<file path="src/rtl/lvds_rx_pkg.sv">
package lvds_rx_pkg;

   localparam int WORD_SLOTS = 7;

   // bit k is the clock-lane value expected in slot k
   localparam logic [WORD_SLOTS-1:0] CLK_SLOT_PATTERN = 7'b1100011;

   typedef enum logic [1:0] {
      MAP_NARROW     = 2'd0,
      MAP_WIDE_LOLN3 = 2'd1,
      MAP_WIDE_HILN3 = 2'd2,
      MAP_NARROW_ALT = 2'd3
   } map_mode_e;

endpackage

</file>
<file path="src/rtl/lvds_slot_deser.sv">
module lvds_slot_deser
   import lvds_rx_pkg::*;
(
   input  logic                  clk,
   input  logic                  rst,
   input  logic                  bit_i,
   input  logic                  mirror_i,
   output logic [WORD_SLOTS-1:0] slots_o
);

   logic [WORD_SLOTS-2:0] hist_q;
   logic [WORD_SLOTS-1:0] window;

   always_ff @(posedge clk) begin
      if (rst) hist_q <= '0;
      else     hist_q <= {hist_q[WORD_SLOTS-3:0], bit_i};
   end

   // window[WORD_SLOTS-1] is the oldest of the last seven samples
   assign window = {hist_q, bit_i};

   for (genvar k = 0; k < WORD_SLOTS; k++) begin : g_slot
      assign slots_o[k] = mirror_i ? window[k] : window[WORD_SLOTS-1-k];
   end

endmodule

</file>
<file path="src/rtl/lvds_word_align.sv">
module lvds_word_align
   import lvds_rx_pkg::*;
#(
   parameter int LOCK_WORDS = 4,
   parameter int DROP_WORDS = 2
)(
   input  logic                  clk,
   input  logic                  rst,
   input  logic [WORD_SLOTS-1:0] clk_slots_i,
   output logic                  boundary_o,
   output logic                  lock_next_o,
   output logic                  locked_o
);

   localparam int CNT_W  = $clog2(WORD_SLOTS + 1);
   localparam int GOOD_W = $clog2(LOCK_WORDS + 1);
   localparam int BAD_W  = $clog2(DROP_WORDS + 1);

   if (LOCK_WORDS < 1) begin : g_bad_lock
      $error("LOCK_WORDS must be at least 1");
   end
   if (DROP_WORDS < 1) begin : g_bad_drop
      $error("DROP_WORDS must be at least 1");
   end

   logic [CNT_W-1:0]  cnt_q, cnt_n;
   logic [GOOD_W-1:0] good_q, good_n;
   logic [BAD_W-1:0]  bad_q, bad_n;
   logic              locked_q, locked_n;
   logic              match;

   assign boundary_o = (cnt_q == CNT_W'(WORD_SLOTS - 1));
   assign match      = (clk_slots_i == CLK_SLOT_PATTERN);

   always_comb begin
      cnt_n    = (cnt_q == CNT_W'(WORD_SLOTS)) ? '0 :
                 (boundary_o ? '0 : cnt_q + 1'b1);
      good_n   = good_q;
      bad_n    = bad_q;
      locked_n = locked_q;
      if (boundary_o) begin
         if (!locked_q) begin
            if (match) begin
               if (good_q == GOOD_W'(LOCK_WORDS - 1)) begin
                  locked_n = 1'b1;
                  good_n   = '0;
               end else begin
                  good_n = good_q + 1'b1;
               end
            end else begin
               good_n = '0;
               cnt_n  = CNT_W'(WORD_SLOTS);   // one extra bit period: slip
            end
         end else if (match) begin
            bad_n = '0;
         end else if (bad_q == BAD_W'(DROP_WORDS - 1)) begin
            locked_n = 1'b0;
            bad_n    = '0;
         end else begin
            bad_n = bad_q + 1'b1;
         end
      end
   end

   always_ff @(posedge clk) begin
      if (rst) begin
         cnt_q    <= '0;
         good_q   <= '0;
         bad_q    <= '0;
         locked_q <= 1'b0;
      end else begin
         cnt_q    <= cnt_n;
         good_q   <= good_n;
         bad_q    <= bad_n;
         locked_q <= locked_n;
      end
   end

   assign lock_next_o = locked_n;
   assign locked_o    = locked_q;

   // a miss while hunting delays the next boundary by one bit
   p_slip_on_miss_r2: assert property (@(posedge clk) disable iff (rst)
      (boundary_o && !locked_q && !match) |=> (cnt_q == CNT_W'(WORD_SLOTS)));

   // lock only rises at a matching boundary
   p_lock_from_match_r3: assert property (@(posedge clk) disable iff (rst)
      $rose(locked_q) |-> $past(boundary_o && match));

   // lock only falls at a mismatching boundary
   p_drop_from_miss_r4: assert property (@(posedge clk) disable iff (rst)
      $fell(locked_q) |-> $past(boundary_o && !match));

   // a matching word never loses lock
   p_hold_on_match_r4: assert property (@(posedge clk) disable iff (rst)
      (locked_q && boundary_o && match) |=> locked_q);

endmodule

</file>
<file path="src/rtl/lvds_pixel_unpack.sv">
module lvds_pixel_unpack
   import lvds_rx_pkg::*;
#(
   parameter int DATA_LANES = 4
)(
   input  logic [DATA_LANES-1:0][WORD_SLOTS-1:0] slots_i,
   input  logic [1:0]                            map_mode_i,
   output logic [7:0]                            red_o,
   output logic [7:0]                            green_o,
   output logic [7:0]                            blue_o,
   output logic                                  hsync_o,
   output logic                                  vsync_o,
   output logic                                  de_o
);

   logic [WORD_SLOTS-1:0] l0, l1, l2;
   logic [5:0] r6, g6, b6;
   logic [1:0] r2, g2, b2;
   logic       has_l3;
   map_mode_e  mode;

   assign l0 = slots_i[0];
   assign l1 = slots_i[1];
   assign l2 = slots_i[2];

   assign r6 = {l0[1], l0[2], l0[3], l0[4], l0[5], l0[6]};
   assign g6 = {l1[2], l1[3], l1[4], l1[5], l1[6], l0[0]};
   assign b6 = {l2[3], l2[4], l2[5], l2[6], l1[0], l1[1]};

   assign de_o    = l2[0];
   assign vsync_o = l2[1];
   assign hsync_o = l2[2];

   if (DATA_LANES == 4) begin : g_four
      logic [WORD_SLOTS-1:0] l3;
      logic                  unused_ctl3;
      assign l3          = slots_i[3];
      assign unused_ctl3 = l3[0];
      assign b2     = {l3[1], l3[2]};
      assign g2     = {l3[3], l3[4]};
      assign r2     = {l3[5], l3[6]};
      assign has_l3 = 1'b1;
   end else begin : g_three
      assign r2     = '0;
      assign g2     = '0;
      assign b2     = '0;
      assign has_l3 = 1'b0;
   end

   assign mode = map_mode_e'(map_mode_i);

   always_comb begin
      red_o   = {r6, r6[5:4]};
      green_o = {g6, g6[5:4]};
      blue_o  = {b6, b6[5:4]};
      if (has_l3) begin
         unique case (mode)
            MAP_WIDE_LOLN3: begin
               red_o   = {r6, r2};
               green_o = {g6, g2};
               blue_o  = {b6, b2};
            end
            MAP_WIDE_HILN3: begin
               red_o   = {r2, r6};
               green_o = {g2, g6};
               blue_o  = {b2, b6};
            end
            default: ;
         endcase
      end
   end

endmodule

</file>
<file path="src/rtl/lvds_rx_align.sv">
module lvds_rx_align
   import lvds_rx_pkg::*;
#(
   parameter int DATA_LANES = 4,
   parameter int LOCK_WORDS = 4,
   parameter int DROP_WORDS = 2
)(
   input  logic                  clk,
   input  logic                  rst,
   input  logic                  mirror_i,
   input  logic [1:0]            map_mode_i,
   input  logic                  clk_lane_i,
   input  logic [DATA_LANES-1:0] data_lane_i,
   output logic [7:0]            red_o,
   output logic [7:0]            green_o,
   output logic [7:0]            blue_o,
   output logic                  hsync_o,
   output logic                  vsync_o,
   output logic                  de_o,
   output logic                  pix_valid_o,
   output logic                  locked_o
);

   if (DATA_LANES != 3 && DATA_LANES != 4) begin : g_bad_lanes
      $error("DATA_LANES must be 3 or 4");
   end
   if (WORD_SLOTS != 7) begin : g_bad_slots
      $error("word length must be 7 slots");
   end

   logic [WORD_SLOTS-1:0]                 clk_slots;
   logic [DATA_LANES-1:0][WORD_SLOTS-1:0] data_slots;
   logic                                  boundary, lock_next;
   logic [7:0] r_d, g_d, b_d;
   logic       hs_d, vs_d, de_d;

   lvds_slot_deser u_clk_deser (
      .clk      (clk),
      .rst      (rst),
      .bit_i    (clk_lane_i),
      .mirror_i (mirror_i),
      .slots_o  (clk_slots)
   );

   for (genvar ln = 0; ln < DATA_LANES; ln++) begin : g_lane
      lvds_slot_deser u_deser (
         .clk      (clk),
         .rst      (rst),
         .bit_i    (data_lane_i[ln]),
         .mirror_i (mirror_i),
         .slots_o  (data_slots[ln])
      );
   end

   lvds_word_align #(
      .LOCK_WORDS (LOCK_WORDS),
      .DROP_WORDS (DROP_WORDS)
   ) u_align (
      .clk         (clk),
      .rst         (rst),
      .clk_slots_i (clk_slots),
      .boundary_o  (boundary),
      .lock_next_o (lock_next),
      .locked_o    (locked_o)
   );

   lvds_pixel_unpack #(.DATA_LANES(DATA_LANES)) u_unpack (
      .slots_i    (data_slots),
      .map_mode_i (map_mode_i),
      .red_o      (r_d),
      .green_o    (g_d),
      .blue_o     (b_d),
      .hsync_o    (hs_d),
      .vsync_o    (vs_d),
      .de_o       (de_d)
   );

   always_ff @(posedge clk) begin
      if (rst) begin
         red_o       <= '0;
         green_o     <= '0;
         blue_o      <= '0;
         hsync_o     <= 1'b0;
         vsync_o     <= 1'b0;
         de_o        <= 1'b0;
         pix_valid_o <= 1'b0;
      end else if (boundary && lock_next) begin
         red_o       <= r_d;
         green_o     <= g_d;
         blue_o      <= b_d;
         hsync_o     <= hs_d;
         vsync_o     <= vs_d;
         de_o        <= de_d;
         pix_valid_o <= 1'b1;
      end else begin
         pix_valid_o <= 1'b0;
      end
   end

   // reset leaves every output low
   p_reset_clears_r1: assert property (@(posedge clk)
      rst |=> (!locked_o && !pix_valid_o && red_o == 8'd0 && green_o == 8'd0
               && blue_o == 8'd0 && !hsync_o && !vsync_o && !de_o));

   // strobe only while locked
   p_valid_locked_r5: assert property (@(posedge clk) disable iff (rst)
      pix_valid_o |-> locked_o);

   // strobe lasts one cycle
   p_valid_single_r5: assert property (@(posedge clk) disable iff (rst)
      pix_valid_o |=> !pix_valid_o);

endmodule

</file>
<file path="config.mk">
export PLATFORM = sky130hd
export DESIGN_NAME = lvds_rx_align
export DESIGN_NICKNAME = d
export VERILOG_FILES = /design/src/rtl/lvds_rx_pkg.sv /design/src/rtl/lvds_slot_deser.sv /design/src/rtl/lvds_word_align.sv /design/src/rtl/lvds_pixel_unpack.sv /design/src/rtl/lvds_rx_align.sv
export SDC_FILE = /design/constraint.sdc
export NUM_CORES = 1
export LEC_CHECK = 0
export BUFFER_PORTS_ARGS = -buffer_cell sky130_fd_sc_hd__buf_2
export CORE_UTILIZATION = 35
export CTS_BUF_LIST = sky130_fd_sc_hd__clkbuf_4 sky130_fd_sc_hd__clkbuf_8
export CTS_CLUSTER_DIAMETER = 120
export DETAILED_ROUTE_END_ITERATION = 12
export GPL_TIMING_DRIVEN = 0
export MAX_ROUTING_LAYER = met4
export PLACE_DENSITY = 0.58
export SLEW_MARGIN = 5
export SYNTH_ARGS = -nofsm -noshare
export SYNTH_HDL_FRONTEND = slang
export SYNTH_SLANG_ARGS = --single-unit
</file>
<file path="constraint.sdc">
create_clock -name clk -period 2.1 [get_ports clk]
set_clock_uncertainty 0.15 [all_clocks]
set_input_delay 0.42 -clock clk [delete_from_list [all_inputs] [get_ports clk]]
set_output_delay 0.42 -clock clk [all_outputs]
set_load 0.01 [all_outputs]
</file>
=== Word-level counts from Yosys, hierarchy flattened ===
Index checks and enable logic that the tools add are counted.

* Add/sub/neg operators: 3
* Equality and inequality tests: 7
* Mux-type cells: 48
* Bitwise logic cells: 1
* Reduce and logical (&&, ||, !) cells: 3

{| class="wikitable"
|+ Operators by type and width
! operator !! count
|-
| 8-bit case mux with 2 select lines || 3
|-
| 1-bit two-way mux || 36
|-
| 3-bit two-way mux || 7
|-
| 7-bit == test, second input constant || 1
|-
| 3-bit by 1-bit adder with 3-bit output, second input constant || 2
|-
| 3-bit == test, second input constant || 2
|-
| 2-bit by 1-bit == test with 1-bit output, second input constant || 2
|-
| 2-bit two-way mux || 2
|-
| 2-bit AND reduction || 2
|-
| 3-bit by 2-bit == test with 1-bit output, second input constant || 1
|-
| 2-bit by 1-bit adder with 2-bit output, second input constant || 1
|-
| 2-bit == test, second input constant || 1
|-
| 1-bit logical AND || 1
|-
| 1-bit NOT || 1
|}

* Register bits: 67
* Bits of input ports: 10
* Output and inout port bits: 29
* Word-level logic and storage cells: 78

=== Depth between registers and ports, before layout ===
Gate-level depths: netlist of the first run.

* Depth in word-level cells: 7
* Gate-level depth with buffers: 7
* Mapped depth without buffers: 6

=== Modules after synthesis ===
Synthesis of the first run repeated with hierarchy kept, for this count alone.

* Cells, all modules: 329
* Area total of the unflattened synthesis: 3,548.4 µm²

{| class="wikitable"
|+ By module, submodules not included
! module !! times used !! cells each !! area an instance (µm²)
|-
| lvds_slot_deser || 5 || 20 || 266.5
|-
| lvds_rx_align || 1 || 126 || 1,326.3
|-
| lvds_word_align || 1 || 53 || 508.0
|-
| lvds_pixel_unpack || 1 || 50 || 381.6
|}

=== Worst setup path before layout of the first run ===
OpenSTA, ideal clock, no wires.

* Path type: input -> register
* Start point: input port map_mode_i[0]
* End point: register green_o[5]
* Library setup time: 126 ps
* Arrival time: 1,632 ps
* Data required time: 1,824 ps
* Setup slack: 191 ps
* Stages on the path: 7
* Cell sequence: inv_1 > ha_1 > or2_2 > clkbuf_1 > a221oi_1 > a211o_1 > mux2i_1

* Cells in the longest elaborated chain, start to end: 2
* Elaborated cells on any way between the ends: 3

{| class="wikitable"
|+ Ends and longest elaborated chain
! item !! line !! RTL
|-
| start: declaration || lvds_rx_align.sv:11 || <nowiki>input logic [1:0] map_mode_i,</nowiki>
|-
| 2-bit == test or 2-bit by 1-bit == test with 1-bit output (tied branches) || lvds_pixel_unpack.sv:57 || <nowiki>unique case (mode)</nowiki>
|-
| 8-bit case mux with 2 select lines * || lvds_pixel_unpack.sv:57 ||
|-
| end signal: assignment || lvds_rx_align.sv:89 || <nowiki>green_o <= g_d;</nowiki>
|-
| end: declaration || lvds_rx_align.sv:15 || <nowiki>output logic [7:0] green_o,</nowiki>
|}

Every way passes the cells marked *; elsewhere a longest branch is shown, timed or not.
A chain may end at the register's enable or synchronous reset.

=== Final worst setup path of the first run ===
* Start point: register u_clk_deser.hist_q[3]
* End point: register green_o[7]

* Cells in the longest elaborated chain, start to end: 6
* Elaborated cells on any way between the ends: 8

{| class="wikitable"
|+ Ends and longest elaborated chain
! item !! line !! RTL
|-
| start: declaration || lvds_slot_deser.sv:11 || <nowiki>logic [WORD_SLOTS-2:0] hist_q;</nowiki>
|-
| start signal: assignment || lvds_slot_deser.sv:16 || <nowiki>else hist_q <= {hist_q[WORD_SLOTS-3:0], bit_i};</nowiki>
|-
| 1-bit two-way mux || lvds_slot_deser.sv:23 || <nowiki>assign slots_o[k] = mirror_i ? window[k] : window[WORD_SLOTS-1-k];</nowiki>
|-
| 7-bit == test * || lvds_word_align.sv:33 || <nowiki>assign match = (clk_slots_i == CLK_SLOT_PATTERN);</nowiki>
|-
| 1-bit two-way mux, on equally long branches || lvds_word_align.sv:43, lvds_word_align.sv:54 ||
|-
| 1-bit two-way mux * || lvds_word_align.sv:42 || <nowiki>if (!locked_q) begin</nowiki>
|-
| 1-bit two-way mux * || lvds_word_align.sv:41 || <nowiki>if (boundary_o) begin</nowiki>
|-
| 1-bit logical AND * || lvds_rx_align.sv:87 || <nowiki>end else if (boundary && lock_next) begin</nowiki>
|}

Marks and branches as above.

==> results of run 1 <==
==> cell type report <==
| cell class | instances | share of cell area |
|---|---|---|
| buffer | 21 | 0.0288 |
| tap | 105 | 0.0383 |
| multi-input combinational | 216 | 0.431 |
| clock buffer | 9 | 0.0361 |
| timing repair buffer | 36 | 0.0526 |
| sequential | 67 | 0.391 |
| clock inverter | 7 | 0.0153 |
| inverter | 6 | 0.00657 |
==> layout by cell type (no fill, tap or decap), types with 2 or more instances in the layout <==
cell	count
dfxtp_1	67
nand2_1	51
mux2i_1	46
buf_2	40
nor2b_1	33
clkbuf_1	14
a21oi_1	11
o22ai_1	10
clkbuf_8	9
o2bb2ai_1	7
nor2_1	6
o21ai_0	6
inv_1	5
nand3b_1	4
ha_1	4
nand2b_1	3
mux2_2	3
a211o_1	3
o221ai_1	3
clkinv_4	3
nand4_1	2
nand3_1	2
buf_6	2
a22oi_1	2
a221oi_1	2
o211ai_1	2
clkinv_2	2
==> cell families after synthesis <==
| kind of cell | after synthesis | synth area share |
|---|---|---|
| AOI/OAI and AO/OA | 51 | 0.119 |
| adders and majority gates | 4 | 0.0170 |
| buffers and inverters | 27 | 0.0413 |
| DFF | 67 | 0.456 |
| muxes | 50 | 0.172 |
| and+or+nand+nor | 111 | 0.195 |
==> metal layers <==
metal,vias up,track usage
li1,1174,-
met1,1120,0.225
met2,51,0.254
met3,11,0.0405
met4,0,0.0718
met5,-,-
==> metrics by stage <==
stage | std cells | hold WS, ps | util
after floorplan | 310 | 280 | -
after global placement | 451 | 294 | 0.398
after detailed placement | 451 | 300 | 0.398
after CTS | 467 | 165 | 0.419
after global routing | 467 | 176 | 0.419
final | 467 | 173 | 0.419
==> flip-flops by register name, indices dropped and copies added (netlist names) <==
| register | flops |
|---|---|
| vsync_o | 1 |
| hsync_o | 1 |
| de_o | 1 |
| u_align.good_q | 3 |
| u_clk_deser.hist_q | 6 |
| g_lane.u_deser.hist_q | 24 |
| u_align.bad_q | 2 |
| blue_o | 8 |
| red_o | 8 |
| u_align.locked_o | 1 |
| pix_valid_o | 1 |
| green_o | 8 |
| u_align.cnt_q | 3 |
==> power by group through the flow <==
stage                     clock network, uW  logic, uW  registers [uW]
after global placement                    0        205            1340
after detailed placement                  0        207            1340
final                                   957        208            1310
after CTS                               981        208            1310
after floorplan                           0        152            1330
after global routing                   1030        230            1310
==> final timing paths <==
path | from | endpoint | slack [ps] | cells past startpoint
setup / recovery | u_clk_deser.hist_q[3] | green_o[7] | 210 | 5
hold / removal | data_lane_i[2] | g_lane[2].u_deser.hist_q[0] | 170 | 2
hold reg to reg | blue_o[4] | blue_o[4] | 310 | 2
setup reg to reg | u_clk_deser.hist_q[3] | green_o[7] | 210 | 5
==> results.cfg, run 1 <==
[run_status]
outcome = finished, final reports clean

[clock_tree]
h-tree-depth = 3
cts_setup_buffers = 0
cts_hold_buf = 0
cts.repair.resized = 0
numCtsBuffers = 9
ctsRootBufferMaster = clkbuf_8
clock_path_buffers = 2
clk_pin_slew_worst_paths_ps = 70
cts_tree = built
clk_latency_ps = 350
clock_sinks = 67

[worst_hold_path]
hold_class = input port to flip-flop

[synth]
syn-cell-area_sq_um = 2940
syn_nets = 324
synth_cells = 310
synthTopCellsByCount = dfxtp_1, nand2_1, mux2i_1
yosysUniqueCellTypes = 42
synth_seq_area_share = 0.456
synth.area.top_cells = dfxtp_1, mux2i_1, nor2b_1, nand2_1, o22ai_1
yosys.area.top_type_share = 0.456
synth_top_cell_by_area = dfxtp_1
synthArstFlopShare = 0
avgSynthCellArea_sq_um = 9.48
synth_ff_type = dfxtp_1
synth_edf_count = 0
synth-seq-cells = 67
yosysMostFrequentCell = dfxtp_1
yosysWarnings = 0

[placement]
dpl.hpwl_um = 4980
place.gp.congestion = 0.866
dp_slack_ps = -105
dpl_cell_area_sq_um = 3250
io_buffer_count = 36

[detailed_routing]
first_pass_iters = 6
antenna_left = 0
wl_met3_um = 335
dr_wl_met2_um = 2950
topRoutingLayerUsed = met4
drtIter0Drc = 80
wl_per_cell_um = 14.6
wirelength_um = 6830
wirelength_met1_um = 3420
num_vias = 2356
drc_errors = 0
viasPerCell = 5.04

[final_layout]
stdcell_area_sq_um = 3430
antenna_cells = 0
syn_to_final_growth_pct = 16.6
regArea_sq_um = 1340
num-fill-cells = 852
nets = 371
multi_input_area_sq_um = 1480
drive_gt1_frac = 0.180

[global_route]
grt_max_degree = 14
overflow = 0
grt_pass1_wl_um = 11000
antenna_found_initial = 0
grt_use_total = 0.172
grt_pass1_vias = 2232

[power]
p_seq_frac = 0.529
cellLeakagePower_uw = 0.00155
p_sw_uw = 670
internal_power_uw = 1800
max-vdd-ir-drop_mv = 0.287
power_density_nw_per_um2 = 721
combPwrFrac = 0.084
power_uw = 2470
switching_share = 0.271
p_clk_frac = 0.387

[worst_setup_path]
critical_path.max_fanout = 10
crit_type = flip-flop to flip-flop
crit_buf_inv = 1
max_stage_delay_ps = 560
start_kind = flip-flop
endpoint_kind = flip-flop
critPathTopFamily = simple AND/OR/NAND/NOR gates
cp.arrival_ps = 1980
slowest_stage = or4b_4
crit_required_ps = 2190
path_cells = or4b_4 -> nor3_2 -> o21ai_1 -> buf_6 -> mux2_1

[sta]
min_period_ps = 1890
setup-tns-final_ps = 0
tightest_slew_ps = 574
period_share = 0.899
finalHoldViolations = 0
setup_viol = 0
rsz0062_at_grt = no
max_freq_mhz = 529
drv_slew = 0
setup_ws_ps = 211
slew_headroom = 0.617

[floorplanning]
ios = 39
start_util = 0.360
coreArea_sq_um = 8180
row_count = 33
dieArea_sq_um = 8770
die_x_um = 93.7
die_y_um = 93.7

[run]
drv_cap = 0
Note: power is estimated with default switching activity, not from simulation.
==> inputs of run 2 (changes only) <==
--- a/config.mk
+++ b/config.mk
@@ -12,7 +12,7 @@
 export DETAILED_ROUTE_END_ITERATION = 12
 export GPL_TIMING_DRIVEN = 0
 export MAX_ROUTING_LAYER = met4
-export PLACE_DENSITY = 0.58
+export PLACE_DENSITY = 0.54
 export SLEW_MARGIN = 5
 export SYNTH_ARGS = -nofsm -noshare
 export SYNTH_HDL_FRONTEND = slang
==> run 2 against run 1 <==
Clock power grew 37%; hold slack gained 1.6 ps; highest routed layer unchanged; cell count is the same; register-to-register slack about the same; maximum frequency down 0.64%.
==> results.cfg, run 2 (synthesized netlist as in run 1, its figures left out) <==
[floorplanning]
start_util = 0.360
die_x_um = 93.7
die_y_um = 93.7
row_count = 33
dieArea_sq_um = 8770
coreArea_sq_um = 8180
ios = 39

[worst_setup_path]
cp.arrival_ps = 1980
crit_type = flip-flop to flip-flop
endpoint_kind = flip-flop
critical_path.max_fanout = 10
start_kind = flip-flop
crit_required_ps = 2180

[power]
cellLeakagePower_uw = 0.00158
combPwrFrac = 0.073
switching_share = 0.234
power_uw = 2830
p_sw_uw = 662
internal_power_uw = 2170
max-vdd-ir-drop_mv = 0.387
p_seq_frac = 0.462
power_density_nw_per_um2 = 809
p_clk_frac = 0.464

[sta]
slew_headroom = 0.615
tightest_slew_ps = 578
finalHoldViolations = 0
hold_slack_ps = 175
setup_ws_ps = 199
setup_viol = 0
min_period_ps = 1900
max_freq_mhz = 526
rsz0062_at_grt = no
drv_slew = 0
setup-tns-final_ps = 0
period_share = 0.905

[final_layout]
mostFrequentLayoutCell = dfxtp_1
final_core_util = 0.428
antenna_cells = 0
final_cell_mix = dfxtp_1, nand2_1, mux2i_1
largest_reg_flops = 24
drive_gt1_frac = 0.180
regMostFlops = g_lane.u_deser.hist_q
syn_to_final_growth_pct = 19.0
nets = 371

[global_route]
antenna_found_initial = 0
grt_use_total = 0.176
overflow = 0
grt_max_degree = 14
grt_pass1_vias = 2204
grt_pass1_wl_um = 11200

[detailed_routing]
drc_errors = 0
first_pass_iters = 4
num_vias = 2339
wl_per_cell_um = 14.4
drtIter0Drc = 113
viasPerCell = 5.01
antenna_left = 0
wirelength_um = 6710

[clock_tree]
clk_pin_slew_worst_paths_ps = 70
cts_hold_buf = 0
cts_setup_buffers = 0
cts.repair.resized = 0
ctsRootBufferMaster = clkbuf_8
clk_latency_ps = 350
clock_sinks = 67
clock_path_buffers = 2
h-tree-depth = 3
numCtsBuffers = 9
cts_tree = built

[worst_hold_path]
hold_class = input port to flip-flop

[placement]
dp_slack_ps = -93.2
place.gp.congestion = 0.916
dpl.hpwl_um = 5020
io_buffer_count = 36

[run_status]
outcome = finished, final reports clean

[run]
drv_cap = 0
-- run 2: changes by cell type in the layout (fill, tap and decap cells not counted) --
cell and change:
inv_6 +1, clkinv_4 -2, clkinv_2 -2, bufinv_16 +3
-- run 2: final timing paths --
check	start	to	slack, ps	cells past startpoint
setup / recovery	u_clk_deser.hist_q[3]	green_o[7]	200	5
hold / removal	data_lane_i[2]	g_lane[2].u_deser.hist_q[0]	170	2
setup reg to reg	u_clk_deser.hist_q[3]	green_o[7]	200	5
hold reg to reg	u_align.bad_q[1]	u_align.bad_q[1]	310	1
-- run 2: critical path, cell delays in order, from the launching register on --
cell and delay [ps]:
dfxtp_1 310, or4b_4 570, nor3_2 180, o21ai_1 100
buf_6 170, mux2_1 300
-- run 2: area by class of cell --
type                    instances  area (sq um)
fillers                       857          4680
multi-input cells             216          1480
flip-flops and latches         67          1340
repair buffers                 36           180
well taps                     105           131
clock buffers                   9           124
clock inverters                 7           124
plain buffers                  21          98.8
inverters                       6          22.5
-- run 2: stage by stage --
step / instance area [sq um] / cells
6_report: 3500 / 467
5_1_grt: 3500 / 467
4_1_cts: 3500 / 467
3_5_place_dp: 3250 / 451
3_3_place_gp: 3250 / 451
2_1_floorplan: 2940 / 310
-- run 2: power groups by stage --
stage | combinational [uW] | sequential [uW] | clock [uW]
2_1_floorplan | 152 | 1330 | 0
3_3_place_gp | 205 | 1340 | 0
3_5_place_dp | 207 | 1340 | 0
4_1_cts | 208 | 1310 | 1350
5_1_grt | 230 | 1310 | 1420
6_report | 208 | 1310 | 1310
-- run 2: layer usage --
layer / GRT usage / up-vias / part of all wire
li1: - / 1181 / -
met1: 0.223 / 1101 / 0.49
met2: 0.269 / 49 / 0.46
met3: 0.0583 / 8 / 0.041
met4: 0.0487 / 0 / 0.0091
met5: - / - / 0
==> inputs of run 3 (changes only) <==
--- a/config.mk
+++ b/config.mk
@@ -12,8 +12,9 @@
 export DETAILED_ROUTE_END_ITERATION = 12
 export GPL_TIMING_DRIVEN = 0
 export MAX_ROUTING_LAYER = met4
-export PLACE_DENSITY = 0.54
+export PLACE_DENSITY = 0.53
 export SLEW_MARGIN = 5
 export SYNTH_ARGS = -nofsm -noshare
 export SYNTH_HDL_FRONTEND = slang
+export SYNTH_HIERARCHICAL = 1
 export SYNTH_SLANG_ARGS = --single-unit
==> constraint.sdc (replaced) <==
create_clock -name clk -period 2.4 [get_ports clk]
set_clock_uncertainty 0.15 [all_clocks]
set_input_delay 0.48 -clock clk [delete_from_list [all_inputs] [get_ports clk]]
set_output_delay 0.48 -clock clk [all_outputs]
set_load 0.01 [all_outputs]
==> run 3 against run 2 <==
Maximum frequency down 14%; hold slack better by 49 ps; non-clock buffer count up 17; cell count up 10%; routed wire length up 7.9%; sequential power down 13%; die area up 20%; critical path depth up 4; core utilization down 0.62 points; clock-buffer cell count up 4; largest cell class unchanged; highest routed layer unchanged.
==> results.cfg, run 3 <==
[worst_setup_path]
rr_startpoint = u_clk_deser/hist_q[1]
crit_type = flip-flop to flip-flop
crit_start = u_clk_deser/hist_q[1]
start_kind = flip-flop
crit_required_ps = 2480
cp.arrival_ps = 2300
rrSetupSlack_ps = 180
endpoint_kind = flip-flop
rr_worst_depth = 9
critical_path.max_fanout = 10
cp-endpoint = red_o[7]
r2r-end = red_o[7]

[global_route]
antenna_found_initial = 0
grt_pass1_wl_um = 12000
grt_pass1_vias = 2339
grt_max_degree = 36
grt_use_total = 0.155
overflow = 0

[floorplanning]
start_util = 0.361
ios = 39
coreArea_sq_um = 9770
dieArea_sq_um = 10500
row_count = 36
die_y_um = 102
die_x_um = 102

[power]
max-vdd-ir-drop_mv = 0.323
switching_share = 0.228
p_clk_frac = 0.416
cellLeakagePower_uw = 0.00173
internal_power_uw = 1790
p_seq_frac = 0.493
combPwrFrac = 0.091
p_sw_uw = 529
power_uw = 2320
power_density_nw_per_um2 = 563

[final_layout]
stdcell_area_sq_um = 4120
regMostFlops = g_lane.u_deser/hist_q
stdcell_count = 516
final_cell_mix = dfxtp_1, buf_2, nor2b_1
nets = 393
largest_reg_flops = 24
mostFrequentLayoutCell = dfxtp_1
syn_to_final_growth_pct = 16.7
final_core_util = 0.422
antenna_cells = 0
drive_gt1_frac = 0.410

[detailed_routing]
topRoutingLayerUsed = met4
viasPerCell = 4.77
wirelength_um = 7240
antenna_left = 0
drc_errors = 0
first_pass_iters = 4
drtIter0Drc = 59
wirelength_met1_um = 3550
wl_per_cell_um = 14.0
wl_met3_um = 353
num_vias = 2460
dr_wl_met2_um = 3270

[placement]
dpl_cell_area_sq_um = 3880
dp_slack_ps = -222
dpl.hpwl_um = 5230
io_buffer_count = 37
dp_cells = 498
place.gp.congestion = 0.848

[synth]
avgSynthCellArea_sq_um = 10.8
syn-cell-area_sq_um = 3530
yosysWarnings = 6
synth_cells = 328
syn_nets = 342

[sta]
drv_slew = 0
finalHoldViolations = 0
setup_viol = 0
max_freq_mhz = 450
slew_headroom = 0.600
setup_ws_ps = 180
tightest_slew_ps = 599
period_share = 0.925
rsz0062_at_grt = no
min_period_ps = 2220

[clock_tree]
clock_sinks = 67
h-tree-depth = 3
clk_pin_slew_worst_paths_ps = 70
clock_path_buffers = 2
ctsRootBufferMaster = clkbuf_8
cts_tree = built
numCtsBuffers = 9
clk_latency_ps = 340

[worst_hold_path]
hold_class = input port to flip-flop

[run_status]
outcome = finished, final reports clean

[run]
drv_cap = 0
run 3: worst min path at each step:
stage / startpoint / endpoint / cells past startpoint
2_1_floorplan: u_align/bad_q[1] / u_align/bad_q[1] / 2
3_3_place_gp: u_align/bad_q[1] / u_align/bad_q[1] / 2
5_1_grt: data_lane_i[3] / g_lane[3].u_deser/hist_q[0] / 2
4_1_cts: data_lane_i[3] / g_lane[3].u_deser/hist_q[0] / 2
6_report: data_lane_i[3] / g_lane[3].u_deser/hist_q[0] / 2
3_5_place_dp: u_align/bad_q[1] / u_align/bad_q[1] / 2
run 3: layout make-up:
cell class	count	area, sq um
Fill cell	1009	5650
Multi-Input combinational cell	221	1870
Sequential cell	67	1340
Buffer	34	307
Timing Repair Buffer	40	220
Clock buffer	13	166
Tap cell	133	166
Clock inverter	2	35.0
Inverter	6	22.5
run 3: what timing repair did:
action,4_1_cts,5_1_grt
gates resized for setup,0,1
setup buffers,0,3
hold buffers,0,0
setup endpoints to repair,0,17
run 3: power groups by stage:
stage	sequential, uW	clock [uW]	combinational [uW]
2_1_floorplan	1160	0	165
3_3_place_gp	1170	0	210
3_5_place_dp	1170	0	212
4_1_cts	1140	1010	213
5_1_grt	1150	1050	229
6_report	1140	966	211
run 3: metrics by stage:
step / hold slack (ps) / setup TNS (ps)
after detailed placement: 266 / -4670
after CTS: 201 / 0
after floorplan: 253 / 0
final: 224 / 0
after global routing: 219 / 0
after global placement: 264 / -4230
run 3: routing by layer:
layer  track usage  up-vias
li1              -     1261
met1         0.201     1148
met2         0.225       47
met3        0.0547        4
met4        0.0495        0
met5             -        -
run 3: worst max-delay path, cell delays in order (launching register included):
cell	delay [ps]
dfxtp_1	320
mux2_4	260
nand4bb_4	270
or2_4	300
o21ai_0	190
buf_4	180
buf_12	120
buf_6	130
a21bo_1	140
a21oi_2	50
